[src/rtl/ddr_seq_pkg.sv]
package ddr_seq_pkg;

  typedef enum logic [2:0] {
    CMD_NOP = 3'd0,
    CMD_ACT = 3'd1,
    CMD_RD  = 3'd2,
    CMD_WR  = 3'd3,
    CMD_PRE = 3'd4,
    CMD_REF = 3'd5
  } cmd_e;

  // data-bus clocks occupied by one burst, minus one
  function automatic logic [1:0] burst_last(input logic [1:0] sel);
    case (sel)
      2'd0:    return 2'd0;
      2'd1:    return 2'd1;
      default: return 2'd3;
    endcase
  endfunction

endpackage

[src/rtl/ddr_burst_timer.sv]
module ddr_burst_timer (
  input  logic       clk_i,
  input  logic       rst_ni,
  input  logic       start_i,
  input  logic [1:0] last_i,
  output logic       idle_o
);

  logic [1:0] cnt_q;

  always_ff @(posedge clk_i or negedge rst_ni) begin
    if (!rst_ni)          cnt_q <= '0;
    else if (start_i)     cnt_q <= last_i;
    else if (cnt_q != '0) cnt_q <= cnt_q - 2'd1;
  end

  assign idle_o = (cnt_q == '0);

  p_burst_gap_r5: assert property (@(posedge clk_i) disable iff (!rst_ni)
    start_i |-> cnt_q == '0);

endmodule

[src/rtl/ddr_bank_track.sv]
module ddr_bank_track #(
  parameter int ROW_W = 13,
  parameter int CNT_W = 4,
  parameter int T_RCD = 3,
  parameter int T_RP  = 3,
  parameter int T_RAS = 7
) (
  input  logic             clk_i,
  input  logic             rst_ni,
  input  logic             act_i,
  input  logic             pre_i,
  input  logic             col_i,
  input  logic             ap_i,
  input  logic [ROW_W-1:0] row_i,
  input  logic [1:0]       burst_last_i,
  output logic             open_o,
  output logic [ROW_W-1:0] row_o,
  output logic             col_ok_o,
  output logic             pre_ok_o,
  output logic             act_ok_o
);

  localparam logic [CNT_W-1:0] RCD_LD = CNT_W'(T_RCD - 1);
  localparam logic [CNT_W-1:0] RP_LD  = CNT_W'(T_RP - 1);
  localparam logic [CNT_W-1:0] RAS_LD = CNT_W'(T_RAS - 1);

  logic             open_q, ap_pend_q;
  logic [ROW_W-1:0] row_q;
  logic [CNT_W-1:0] rcd_q, rp_q, ras_q;
  logic [1:0]       col_q;
  logic             ap_close;

  // self-timed precharge: burst drained and active time met
  assign ap_close = ap_pend_q && (col_q == '0) && (ras_q == '0);

  always_ff @(posedge clk_i or negedge rst_ni) begin
    if (!rst_ni) begin
      open_q    <= 1'b0;
      ap_pend_q <= 1'b0;
      row_q     <= '0;
      rcd_q     <= '0;
      rp_q      <= '0;
      ras_q     <= '0;
      col_q     <= '0;
    end else begin
      if (act_i)              rcd_q <= RCD_LD;
      else if (rcd_q != '0)   rcd_q <= rcd_q - 1'b1;

      if (act_i)              ras_q <= RAS_LD;
      else if (ras_q != '0)   ras_q <= ras_q - 1'b1;

      if (pre_i || ap_close)  rp_q <= RP_LD;
      else if (rp_q != '0)    rp_q <= rp_q - 1'b1;

      if (col_i)              col_q <= burst_last_i;
      else if (col_q != '0)   col_q <= col_q - 2'd1;

      if (act_i) begin
        open_q <= 1'b1;
        row_q  <= row_i;
      end else if (pre_i || ap_close) begin
        open_q <= 1'b0;
      end

      if (col_i && ap_i)      ap_pend_q <= 1'b1;
      else if (ap_close)      ap_pend_q <= 1'b0;
    end
  end

  assign open_o   = open_q;
  assign row_o    = row_q;
  assign col_ok_o = open_q && !ap_pend_q && (rcd_q == '0);
  assign pre_ok_o = open_q && !ap_pend_q && (ras_q == '0) && (col_q == '0);
  assign act_ok_o = !open_q && (rp_q == '0);

  p_act_closed_r2: assert property (@(posedge clk_i) disable iff (!rst_ni)
    act_i |-> !open_q && rp_q == '0);
  p_col_rcd_r4: assert property (@(posedge clk_i) disable iff (!rst_ni)
    col_i |-> open_q && rcd_q == '0);
  p_pre_ras_r6: assert property (@(posedge clk_i) disable iff (!rst_ni)
    pre_i |-> open_q && ras_q == '0 && col_q == '0);
  p_ap_no_pre_r7: assert property (@(posedge clk_i) disable iff (!rst_ni)
    ap_pend_q |-> !pre_i && !col_i);

endmodule

[src/rtl/ddr_bank_seq.sv]
module ddr_bank_seq #(
  parameter int NUM_BANKS = 4,
  parameter int ROW_W     = 13,
  parameter int COL_W     = 10,
  parameter int T_RCD     = 3,
  parameter int T_RP      = 3,
  parameter int T_RAS     = 7,
  parameter int T_RFC     = 10,
  localparam int BANK_W   = $clog2(NUM_BANKS),
  localparam int ADDR_W   = (ROW_W > COL_W) ? ROW_W : COL_W
) (
  input  logic              clk_i,
  input  logic              rst_ni,
  input  logic [1:0]        burst_len_i,
  input  logic              req_valid_i,
  output logic              req_ready_o,
  input  logic              req_write_i,
  input  logic [BANK_W-1:0] req_bank_i,
  input  logic [ROW_W-1:0]  req_row_i,
  input  logic [COL_W-1:0]  req_col_i,
  input  logic              req_ap_i,
  input  logic              ref_req_i,
  output logic [2:0]        cmd_o,
  output logic [BANK_W-1:0] cmd_bank_o,
  output logic [ADDR_W-1:0] cmd_addr_o,
  output logic              cmd_ap_o
);
  import ddr_seq_pkg::*;

  localparam int T_MAX = (T_RAS > T_RFC) ? T_RAS : T_RFC;
  localparam int CNT_W = $clog2(T_MAX + 1);
  localparam logic [CNT_W-1:0] RFC_LD = CNT_W'(T_RFC - 1);

  logic [NUM_BANKS-1:0] open_v, col_ok_v, pre_ok_v, act_ok_v;
  logic [NUM_BANKS-1:0] act_v, pre_v, col_v;
  logic [ROW_W-1:0]     row_v [NUM_BANKS];

  logic [1:0]        bl_last;
  logic              bus_idle, all_idle, hit;
  logic              do_act, do_pre, do_col, do_ref;
  logic              pre_any;
  logic [BANK_W-1:0] pre_sel, pre_bank;
  logic [CNT_W-1:0]  rfc_q;

  cmd_e              cmd_q;
  logic [BANK_W-1:0] bank_q;
  logic [ADDR_W-1:0] addr_q;
  logic              ap_q;

  assign bl_last  = burst_last(burst_len_i);
  assign all_idle = &act_ok_v;
  assign hit      = open_v[req_bank_i] && (row_v[req_bank_i] == req_row_i);

  ddr_burst_timer u_bus (
    .clk_i   (clk_i),
    .rst_ni  (rst_ni),
    .start_i (do_col),
    .last_i  (bl_last),
    .idle_o  (bus_idle)
  );

  for (genvar b = 0; b < NUM_BANKS; b++) begin : g_bank
    assign act_v[b] = do_act && (req_bank_i == BANK_W'(b));
    assign col_v[b] = do_col && (req_bank_i == BANK_W'(b));
    assign pre_v[b] = do_pre && (pre_bank == BANK_W'(b));

    ddr_bank_track #(
      .ROW_W (ROW_W),
      .CNT_W (CNT_W),
      .T_RCD (T_RCD),
      .T_RP  (T_RP),
      .T_RAS (T_RAS)
    ) u_trk (
      .clk_i        (clk_i),
      .rst_ni       (rst_ni),
      .act_i        (act_v[b]),
      .pre_i        (pre_v[b]),
      .col_i        (col_v[b]),
      .ap_i         (req_ap_i),
      .row_i        (req_row_i),
      .burst_last_i (bl_last),
      .open_o       (open_v[b]),
      .row_o        (row_v[b]),
      .col_ok_o     (col_ok_v[b]),
      .pre_ok_o     (pre_ok_v[b]),
      .act_ok_o     (act_ok_v[b])
    );
  end

  // lowest bank that may be closed, used while draining for refresh
  always_comb begin
    pre_any = 1'b0;
    pre_sel = '0;
    for (int i = 0; i < NUM_BANKS; i++) begin
      if (!pre_any && pre_ok_v[i]) begin
        pre_any = 1'b1;
        pre_sel = BANK_W'(i);
      end
    end
  end

  always_comb begin
    do_act   = 1'b0;
    do_pre   = 1'b0;
    do_col   = 1'b0;
    do_ref   = 1'b0;
    pre_bank = req_bank_i;
    if (ref_req_i) begin
      if (bus_idle) begin
        if (pre_any) begin
          do_pre   = 1'b1;
          pre_bank = pre_sel;
        end else if (all_idle && rfc_q == '0) begin
          do_ref = 1'b1;
        end
      end
    end else if (req_valid_i) begin
      if (hit) begin
        do_col = col_ok_v[req_bank_i] && bus_idle;
      end else if (open_v[req_bank_i]) begin
        do_pre = pre_ok_v[req_bank_i];
      end else begin
        do_act = act_ok_v[req_bank_i] && (rfc_q == '0);
      end
    end
  end

  assign req_ready_o = do_col;

  always_ff @(posedge clk_i or negedge rst_ni) begin
    if (!rst_ni)            rfc_q <= '0;
    else if (do_ref)        rfc_q <= RFC_LD;
    else if (rfc_q != '0)   rfc_q <= rfc_q - 1'b1;
  end

  always_ff @(posedge clk_i or negedge rst_ni) begin
    if (!rst_ni) begin
      cmd_q  <= CMD_NOP;
      bank_q <= '0;
      addr_q <= '0;
      ap_q   <= 1'b0;
    end else begin
      bank_q <= '0;
      addr_q <= '0;
      ap_q   <= 1'b0;
      if (do_act) begin
        cmd_q  <= CMD_ACT;
        bank_q <= req_bank_i;
        addr_q <= ADDR_W'(req_row_i);
      end else if (do_col) begin
        cmd_q  <= req_write_i ? CMD_WR : CMD_RD;
        bank_q <= req_bank_i;
        addr_q <= ADDR_W'(req_col_i);
        ap_q   <= req_ap_i;
      end else if (do_pre) begin
        cmd_q  <= CMD_PRE;
        bank_q <= pre_bank;
      end else if (do_ref) begin
        cmd_q  <= CMD_REF;
      end else begin
        cmd_q  <= CMD_NOP;
      end
    end
  end

  assign cmd_o      = cmd_q;
  assign cmd_bank_o = bank_q;
  assign cmd_addr_o = addr_q;
  assign cmd_ap_o   = ap_q;

  p_ref_all_closed_r9: assert property (@(posedge clk_i) disable iff (!rst_ni)
    do_ref |-> open_v == '0);
  p_ref_blocks_ready_r10: assert property (@(posedge clk_i) disable iff (!rst_ni)
    ref_req_i |-> !req_ready_o);
  p_rfc_no_act_r9: assert property (@(posedge clk_i) disable iff (!rst_ni)
    (cmd_q == CMD_REF) |-> act_v == '0);

endmodule

[config.mk]
export PLATFORM = sky130hd
export DESIGN_NAME = ddr_bank_seq
export DESIGN_NICKNAME = d
export VERILOG_FILES = /design/src/rtl/ddr_seq_pkg.sv /design/src/rtl/ddr_burst_timer.sv /design/src/rtl/ddr_bank_track.sv /design/src/rtl/ddr_bank_seq.sv
export SDC_FILE = /design/constraint.sdc
export NUM_CORES = 1
export LEC_CHECK = 0
export ABC_AREA = 1
export CAP_MARGIN = 25
export CORE_ASPECT_RATIO = 1.5
export CORE_MARGIN = 2
export CORE_UTILIZATION = 40
export DETAILED_ROUTE_END_ITERATION = 10
export GPL_ROUTABILITY_DRIVEN = 0
export PLACE_DENSITY = 0.67
export REMOVE_ABC_BUFFERS = 1
export SLEW_MARGIN = 20
export SYNTH_ARGS = -nofsm -noshare
export SYNTH_HDL_FRONTEND = slang
export SYNTH_SLANG_ARGS = --single-unit
[constraint.sdc]
create_clock -name clk_i -period 4.3 [get_ports clk_i]
set_input_delay 0.645 -clock clk_i [delete_from_list [all_inputs] [get_ports clk_i]]
set_output_delay 0.645 -clock clk_i [all_outputs]
set_load 0.03 [all_outputs]
==> out/qor.txt <==
CP max stage cell - clkdlybuf4s50_1
Reg2Reg Setup Slack - 1.29 ns
Syn Area/Cell - 7.63 um^2
Initial Utilization - 0.408
CTS buffer count - 17
H-tree levels - 4
Post-synth EDFFs - 0
Compound-Gate Fraction of Synth Area - 0.0803
Leading cell type in the layout, fill and taps excluded - nand2_1
CP Capture Type - output pin
Worst EP arrival - 3.22 ns
Synth Warn # - 0
Antenna violations before repair - 0
Final slew viol count - 0
Hold Crit Class - in -> async
# Max-Cap Violations - 0
Final hold vios - 0
Int Pwr - 3410 uW
Final nets - 1078
DRT Wirelength - 16900 um
Multi-input gate area - 3210 um^2
Worst-path cell chain - clkdlybuf4s50_1 > buf_4 > nand2_2 > inv_2 > nand2_1 > nand3_1 > nand4_1 > nor2_1 > nand2_1 > nor2_2 > nand2_1 > inv_2 > buf_4
ANT nets after route - 0
Top Ports - 53
Wire length of the first global-routing pass - 28600 um
Static Leakage - 0.00453 uW
P&R area growth vs syn - 18.3%
Most frequent cells in the layout - nand2_1, dfrtp_1, inv_1, o21ai_0, nor2_1
Min Tclk post-route - 3.87 ns
RSZ-0062 raised after global routing - false
Worst ir drop on vdd - 219 uV
Proportion of synthesized area in mux cells - 0.00461
Setup TNS - 0 ns
Library cells used by synthesis - 31
Endpoints failing setup - 0
Rows - 60
Seq pwr share - 0.388
Seq. cell area - 3530 um^2
Crit-path max FO - 31
Vias in the first global route - 6054
Fillers - 1732
Reg2reg start - g_bank[1].u_trk.rcd_q[0]$_DFFE_PN0P_
Chip height - 170 um
Dpl hpwl - 11800 um
Clock power frac - 0.274
Drt drc - 0
Initial DRC count - 290
Simple-gate share of the synthesized area - 0.281
Synth Area in XOR/XNOR - 0.0263
Drt via density - 4.91
Crit Path Category - in -> out
Critical Path RT - 3.65 ns
FF+latch count, synth - 141
Die width - 114 um
Worst-margin pin slew - 0.845 ns
Mapped Cells - 960
IO buf count - 52
Gr ovfl total - 0
Vias - 6120
Area of the die - 19400 um^2
Top FF cell, synth - dfrtp_1
Hold buffers post-CTS - 0
Wire per inst - 13.5 um
Final worst path period share - 0.900
Adder-cell area share of the yosys netlist - 0.0461
CTS tree - built
Seq/Total Area, Yosys - 0.482
Share of layout cells above drive strength 1 - 0.0631
Post-cts resize count - 0
Slew margin rel. - 0.437
Switch share - 0.353
Main combinational cell family by area after synthesis - simple AND/OR/NAND/NOR gates
Crit path max-delay family - buffers and inverters
Total Power - 5280 uW
Area post-placement - 8080 um^2
Area of the mapped netlist - 7330 um^2
Layout Skew - 0.00942 ns
Root Buffer Master - clkbuf_16
Outcome - finished clean
RR Endpoint - cmd_addr_o[3]$_DFF_PN0_
Clock sinks - 141
Clk buf depth - 2
Worst path max stage delay - 0.49 ns
Most used cell, CP - nand2_1
Worst Reg2Reg Path Length in Cells - 11
Clock transition at path regs - 0.06 ns
# diodes - 0
Core area - 17900 um^2
Design area - 8660 um^2
GRT Total Usage - 0.187
Post-CTS Setup Bufs - 0
Pre-Repair DR Iteration Count - 5
Pin count of the biggest net entering global routing - 95
Comb pwr share - 0.338
Switching pwr - 1860 uW
Post-synthesis async set-or-reset flop share - 1.00
PwrDens - 609 nW/um^2
Startpoint types - input pin
Worst-Skew Late Latency - 0.43 ns
Buffers & Inverters on Critical Path - 5
Peak Freq - 258 MHz
per-layer routing:
| layer | GRT usage | part of all wire | vias up |
|---|---|---|---|
| met5 | 0 | 0 | - |
| met4 | 0.0684 | 0.025 | 0 |
| met3 | 0.0325 | 0.040 | 28 |
| met2 | 0.330 | 0.51 | 140 |
| met1 | 0.226 | 0.43 | 2834 |
| li1 | - | - | 3118 |
final cells by class:
class / instances / area share
flip-flops and latches: 141 / 0.407
clock inverters: 13 / 0.0163
clock buffers: 18 / 0.0507
repair buffers: 62 / 0.0686
well taps: 217 / 0.0313
inverters: 127 / 0.0550
multi-input cells: 669 / 0.371
per-stage QoR:
stage | worst slack, ns | util | std cells | hold slack [ns]
final | 0.430 | 0.483 | 1247 | 0.287
after global routing | 0.195 | 0.483 | 1247 | 0.382
after CTS | 0.480 | 0.483 | 1247 | 0.340
after detailed placement | 0.493 | 0.450 | 1216 | 0.473
after global placement | 0.524 | 0.450 | 1216 | 0.466
after floorplan | 1.54 | - | 937 | 0.349
logic make-up (layout without fill, tap and decap cells):
logic type      count (synthesis)  after routing
fa+ha+maj                      27             27
simple gates                  503            503
compound gates                114            114
flops                         141            141
xor+xnor                       22             22
mux                             3              3
buf+inv                       150            220
Yosys cell counts (3+ instances only):
cell / number / share of area
xnor2_1: 9 / 0.011
o21ai_1: 10 / 0.0068
inv_2: 6 / 0.0031
or2_2: 6 / 0.0051
dfrtp_1: 141 / 0.48
mux2_2: 3 / 0.0046
a21oi_1: 7 / 0.0048
ha_1: 27 / 0.046
inv_1: 121 / 0.062
nor3_1: 13 / 0.0089
xor2_1: 13 / 0.016
buf_2: 12 / 0.0082
nor2_1: 67 / 0.034
nand4_1: 12 / 0.010
nor2_2: 3 / 0.0026
nand3_1: 54 / 0.037
nand2_1: 340 / 0.17
o21ai_0: 90 / 0.061
clkbuf_1: 9 / 0.0046
how the worst max path moves through the flow:
stage                             start     endpoint  depth (start not counted)
after floorplan           req_bank_i[0]  req_ready_o                         12
after global placement    req_bank_i[0]  req_ready_o                         15
after detailed placement  req_bank_i[0]  req_ready_o                         15
after CTS                 req_bank_i[0]  req_ready_o                         15
after global routing      req_bank_i[0]  req_ready_o                         15
final                     req_bank_i[0]  req_ready_o                         13
state kept, by name, indices dropped and copies added, names as in the netlist:
name and cells:
cmd_addr_o 13, cmd_ap_o 1, cmd_bank_o 2, cmd_o 3, g_bank.u_trk.ap_pend_q 4, g_bank.u_trk.col_q 8, g_bank.u_trk.open_o 4, g_bank.u_trk.ras_q 16
g_bank.u_trk.rcd_q 16, g_bank.u_trk.row_o 52, g_bank.u_trk.rp_q 16, rfc_q 4, u_bus.cnt_q 2
power by group through the flow:
stage               Clock [uW]  Combinational (uW)  Sequential, uW
finish                    1450                1780            2050
global placement             0                1720            2050
detailed placement           0                1790            2060
CTS                       1470                1810            2040
global route              1520                2130            2100
floorplan                    0                1420            2010
worst register-to-register path, stage by stage, from the launching register on:
cell and delay, ns:
dfrtp_1 0.39, inv_1 0.08, ha_1 0.18, inv_1 0.04, nor3_1 0.39, a31oi_1 0.22
nor4_2 0.45, nand2_1 0.43, inv_2 0.21, buf_4 0.28, nand2_1 0.10, o21ai_0 0.13
No activity file was read; power rests on OpenSTA's default activity.
